==> config.mk <==
export PLATFORM = sky130hd
export DESIGN_NAME = npc_unit
export DESIGN_NICKNAME = d
export VERILOG_FILES = /design/src/rtl/npc_pkg.sv /design/src/rtl/npc_cond.sv /design/src/rtl/npc_target.sv /design/src/rtl/npc_unit.sv
export SDC_FILE = /design/constraint.sdc
export NUM_CORES = 1
export LEC_CHECK = 0
export BUFFER_PORTS_ARGS = -buffer_cell sky130_fd_sc_hd__buf_2
export CORE_UTILIZATION = 48
export DETAILED_ROUTE_END_ITERATION = 10
export GPL_TIMING_DRIVEN = 0
export PLACE_DENSITY = 0.74
export SYNTH_ARGS = -nofsm -noshare
export SYNTH_HDL_FRONTEND = slang
export SYNTH_SLANG_ARGS = --single-unit
export TNS_END_PERCENT = 20
==> constraint.sdc <==
create_clock -name vclk -period 3.6
set_input_delay 0.18 -clock vclk [all_inputs]
set_output_delay 0.18 -clock vclk [all_outputs]
set_load 0.1 [all_outputs]
==> src/rtl/npc_pkg.sv <==
package npc_pkg;

    typedef enum logic [1:0] {
        FLOW_SEQ    = 2'b00,
        FLOW_BRANCH = 2'b01,
        FLOW_JAL    = 2'b10,
        FLOW_JALR   = 2'b11
    } flow_kind_e;

    typedef enum logic [2:0] {
        CND_EQ   = 3'b000,
        CND_NE   = 3'b001,
        CND_RSV2 = 3'b010,
        CND_RSV3 = 3'b011,
        CND_LT   = 3'b100,
        CND_GE   = 3'b101,
        CND_LTU  = 3'b110,
        CND_GEU  = 3'b111
    } cond_code_e;

endpackage

==> src/rtl/npc_cond.sv <==
module npc_cond
    import npc_pkg::*;
#(
    parameter int XLEN = 32
) (
    input  logic [XLEN-1:0] opa,
    input  logic [XLEN-1:0] opb,
    input  cond_code_e      code,
    output logic            holds,
    output logic            reserved
);

    logic same;
    logic below_s;
    logic below_u;

    always_comb begin
        same    = (opa == opb);
        below_s = ($signed(opa) < $signed(opb));
        below_u = (opa < opb);
    end

    always_comb begin
        holds    = 1'b0;
        reserved = 1'b0;
        unique case (code)
            CND_EQ:   holds = same;
            CND_NE:   holds = !same;
            CND_LT:   holds = below_s;
            CND_GE:   holds = !below_s;
            CND_LTU:  holds = below_u;
            CND_GEU:  holds = !below_u;
            CND_RSV2,
            CND_RSV3: reserved = 1'b1;
        endcase
    end

    // a reserved code never reports a holding condition
    always_comb begin
        assert_reserved_never_holds_R7: assert (!(reserved && holds))
            else $error("reserved condition reported as holding");
    end

endmodule

==> src/rtl/npc_target.sv <==
module npc_target
    import npc_pkg::*;
#(
    parameter int XLEN = 32
) (
    input  logic [XLEN-1:0] pc,
    input  logic [XLEN-1:0] base,
    input  logic [XLEN-1:0] imm,
    input  flow_kind_e      kind,
    input  logic            br_hit,
    output logic [XLEN-1:0] next_pc,
    output logic [XLEN-1:0] ret_addr
);

    localparam int STEP = XLEN / 8;
    localparam logic [XLEN-1:0] STEP_V = XLEN'(STEP);

    logic [XLEN-1:0] seq_addr;
    logic [XLEN-1:0] br_addr;
    logic [XLEN-1:0] jal_addr;
    logic [XLEN-1:0] reg_sum;
    logic [XLEN-1:0] jalr_addr;

    always_comb begin
        seq_addr  = pc + STEP_V;
        br_addr   = pc + {imm[XLEN-2:0], 1'b0};
        jal_addr  = pc + imm;
        reg_sum   = base + imm;
        jalr_addr = {reg_sum[XLEN-1:1], 1'b0};
    end

    always_comb begin
        ret_addr = seq_addr;
        unique case (kind)
            FLOW_SEQ:    next_pc = seq_addr;
            FLOW_BRANCH: next_pc = br_hit ? br_addr : seq_addr;
            FLOW_JAL:    next_pc = jal_addr;
            FLOW_JALR:   next_pc = jalr_addr;
        endcase
    end

    // a register jump always lands on an even address
    always_comb begin
        assert_jalr_even_R9: assert (!(kind == FLOW_JALR) || next_pc[0] == 1'b0)
            else $error("register jump target is odd");
    end

endmodule

==> src/rtl/npc_unit.sv <==
module npc_unit
    import npc_pkg::*;
#(
    parameter int XLEN = 32
) (
    input  logic [XLEN-1:0] pc_i,
    input  logic [XLEN-1:0] opa_i,
    input  logic [XLEN-1:0] opb_i,
    input  logic [XLEN-1:0] imm_i,
    input  logic [1:0]      kind_i,
    input  logic [2:0]      cond_i,
    output logic [XLEN-1:0] next_pc_o,
    output logic [XLEN-1:0] link_o,
    output logic            link_we_o,
    output logic            taken_o,
    output logic            illegal_o
);

    localparam logic [XLEN-1:0] STEP_V = XLEN'(XLEN / 8);

    flow_kind_e kind;
    cond_code_e code;
    logic       cond_holds;
    logic       cond_reserved;
    logic       is_branch;
    logic       is_jump;

    always_comb begin
        kind      = flow_kind_e'(kind_i);
        code      = cond_code_e'(cond_i);
        is_branch = (kind == FLOW_BRANCH);
        is_jump   = (kind == FLOW_JAL) || (kind == FLOW_JALR);
    end

    npc_cond #(.XLEN(XLEN)) u_cond (
        .opa      (opa_i),
        .opb      (opb_i),
        .code     (code),
        .holds    (cond_holds),
        .reserved (cond_reserved)
    );

    npc_target #(.XLEN(XLEN)) u_target (
        .pc       (pc_i),
        .base     (opa_i),
        .imm      (imm_i),
        .kind     (kind),
        .br_hit   (is_branch && cond_holds),
        .next_pc  (next_pc_o),
        .ret_addr (link_o)
    );

    always_comb begin
        taken_o   = is_jump || (is_branch && cond_holds);
        link_we_o = is_jump;
        illegal_o = is_branch && cond_reserved;
    end

    always_comb begin
        // the sequential class steps by one instruction and is never taken
        assert_seq_step_R1: assert (!(kind == FLOW_SEQ) || (next_pc_o == pc_i + STEP_V && !taken_o))
            else $error("sequential step wrong");
        // the return address is PC + 4 for every class
        assert_link_value_R10: assert (link_o == pc_i + STEP_V)
            else $error("link value wrong");
        // a link write only happens together with a taken jump
        assert_link_we_taken_R10: assert (!link_we_o || taken_o)
            else $error("link write without taken jump");
        // an illegal branch falls through
        assert_illegal_falls_R7: assert (!illegal_o || (!taken_o && next_pc_o == pc_i + STEP_V))
            else $error("illegal branch redirected");
        // a branch that is not taken falls through
        assert_branch_fall_R3: assert (!(is_branch && !taken_o) || next_pc_o == pc_i + STEP_V)
            else $error("untaken branch redirected");
    end

endmodule

==> out/qor.yml <==
placement:
  dp_hpwl_microns: 22600
  placed_area_sq_um: 8390
  dpl.cell_count: 1407
  finalWeightedCongestion: 0.993
  port_buffers: 200
  post-place-ws_ps: -872
clocking:
  cts_hold_buffers: 0
final_layout:
  area_growth_pct: 26.8
  layout.nets: 1495
  insertedDiodeCount: 0
  ff_latch_area_sq_um: 0
  drive_gt1_share_pct: 22.9
  layout.cells.non_filler: 1413
  nClkBuffers: 0
  stdcell_area_sq_um: 8960
  nFlopsAndLatches: 0
sta:
  holdWs_ps: 807
  hold_viol_final: 0
  final-setup-viol-count: 0
  setup_tns_ps: 0
  rsz0062_at_grt: "yes"
  slew_viol_final: 0
  period_share_pct: 99.3
  worst_pin_slew_ps: 1040
  layout_setup_ws_ps: 24.4
  period_minus_slack_ps: 3580
  slew_headroom_pct: 30.4
  fmax_ghz: 0.280
drt:
  drtIter0Drc: 893
  vias: 9025
  route.detailed.drc: 0
  postRouteAntennaNets: 0
  firstDrtPassIters: 6
  wl_microns: 28000
  wl_per_cell_microns: 19.8
  via_per_inst: 6.39
grt:
  antenna_found_initial: 0
  grtUsageTotal_pct: 35.3
  first_global_vias: 7850
  grt_max_degree: 11
  overflow: 0
  grt_pass1_wl_microns: 41700
die:
  io_pins: 200
  fp.dieH_microns: 123
  core_area_sq_um: 14100
  die_x_microns: 123
  die_area_sq_um: 15200
  start_util_pct: 50.1
  num_rows: 43
worst_setup_path:
  arrival_ps: 3400
  end_kind: "output port"
  start_kind: "input pin"
  worstPathRequired_ps: 3420
  critPathMaxFanout: 10
  criticalPathCategory: "in -> out"
synth:
  ys_seq_area_share_pct: 0
  avgSynthCellArea_sq_um: 6.88
  synth_warnings: 0
  synth.distinct_cells: 68
  synth_fp_nets: 1287
  netlist_area_sq_um: 7070
  synthCells: 1027
power_and_ir_drop:
  power_frac_comb_pct: 100.0
  peakVddDrop_mv: 0.244
  p_sw_share_pct: 67.8
  p_sw_mw: 1.52
  seq_power_share_pct: 0
  p_leak_nw: 4.27
  clkPwrFrac_pct: 0
  p_int_mw: 0.723
  p_per_area_nw_per_um2: 250
run_status:
  status: "completed"
run:
  cap_violations: 0
min_path:
  worstHoldPathType: "in -> out"
## what timing repair did
| item | in CTS | in global routing |
|---|---|---|
| pin swaps | 5 | 25 |
| resized for setup | 41 | 79 |
| gates cloned | 0 | 1 |
| buffers inserted | 2 | 5 |
| endpoints found under the setup margin | 31 | 30 |
## layer usage
metal	global-route usage, %	share of wire, %	vias to the layer above
met5	0	0	-
met2	56.4	44	461
met4	12.7	3.6	0
met1	48.4	43	4167
li1	-	-	4322
met3	4.15	9.3	75
## cell usage after synthesis, types with 11 or more instances
cell type / n / area share [%]
a211oi_1: 18 / 1.9
a21o_1: 40 / 4.3
a21oi_1: 93 / 6.6
a31oi_1: 20 / 1.8
and3_1: 20 / 1.8
clkbuf_1: 27 / 1.4
ha_1: 124 / 22
inv_1: 52 / 2.8
mux2i_1: 19 / 2.7
nand2_1: 85 / 4.5
nand2b_1: 11 / 0.97
nand3_1: 35 / 2.5
nand4_1: 19 / 1.7
nor2_1: 81 / 4.3
nor2b_1: 11 / 0.97
nor3_1: 27 / 1.9
o211ai_1: 14 / 1.5
o21ai_0: 72 / 5.1
xnor2_1: 59 / 7.3
xor2_1: 38 / 4.7
## final cells by class
type	count	area, sq um
Multi-Input combinational cell	941	7150
Fill cell	1379	5130
Timing Repair Buffer	208	1230
Tap cell	180	225
Inverter	53	199
Buffer	31	159
## cell usage in the layout (no fill, tap or decap), types with 5 or more instances in the layout
cell type	n
inv_1	51
mux2i_1	19
buf_6	9
nor2_1	80
ha_4	6
nand3_1	34
and3_1	19
nand2b_1	11
nand2_1	85
clkbuf_4	8
a211o_1	7
a21o_1	40
buf_4	20
o21a_1	10
a211oi_2	6
o221ai_1	6
o211ai_1	14
o31ai_1	5
a211oi_1	13
nor2b_1	11
ha_1	118
o21bai_1	8
xnor2_2	6
a21boi_0	6
and2_1	10
nor3_1	24
buf_2	170
xor2_1	38
a22oi_1	7
a21oi_1	89
nand4_1	19
clkbuf_1	25
a31oi_1	15
o21ai_0	68
and4_1	8
xnor2_1	53
nor3b_1	5
## final timing paths
kind / start / to / slack, ps / cells after the start
worst min-delay path: cond_i[2] / illegal_o / 810 / 3
worst max-delay path: opb_i[19] / next_pc_o[15] / 20 / 14
## power by group through the flow
| stage | logic (mW) | clock network, mW | registers, mW |
|---|---|---|---|
| after global placement | 2.05 | 0 | 0 |
| after global routing | 2.39 | 0 | 0 |
| after CTS | 2.11 | 0 | 0 |
| after floorplan | 1.60 | 0 | 0 |
| final | 2.24 | 0 | 0 |
| after detailed placement | 2.05 | 0 | 0 |
## stage by stage
step / utilization (%) / power (mW)
2_1_floorplan: - / 1.60
3_3_place_gp: 59.5 / 2.05
3_5_place_dp: 59.5 / 2.05
4_1_cts: 60.7 / 2.11
5_1_grt: 63.6 / 2.39
6_report: 63.6 / 2.24
## critical path, stage by stage
cell and delay [ps]:
buf_2 80, inv_1 50, ha_4 270, nand4_1 250
nor4_4 330, buf_4 190, nor4b_4 240, xnor2_1 110
or3_4 390, a31oi_4 320, clkbuf_4 360, o211ai_1 130
o221ai_1 150, buf_4 340
## cells by family after synthesis
logic type      share of synthesized area (%)
compound gates                           34.0
simple gates                             23.2
fa+ha+maj                                22.8
xor+xnor                                 12.0
buf+inv                                  4.92
mux                                      3.01
Power figures use the tool's default switching activity.
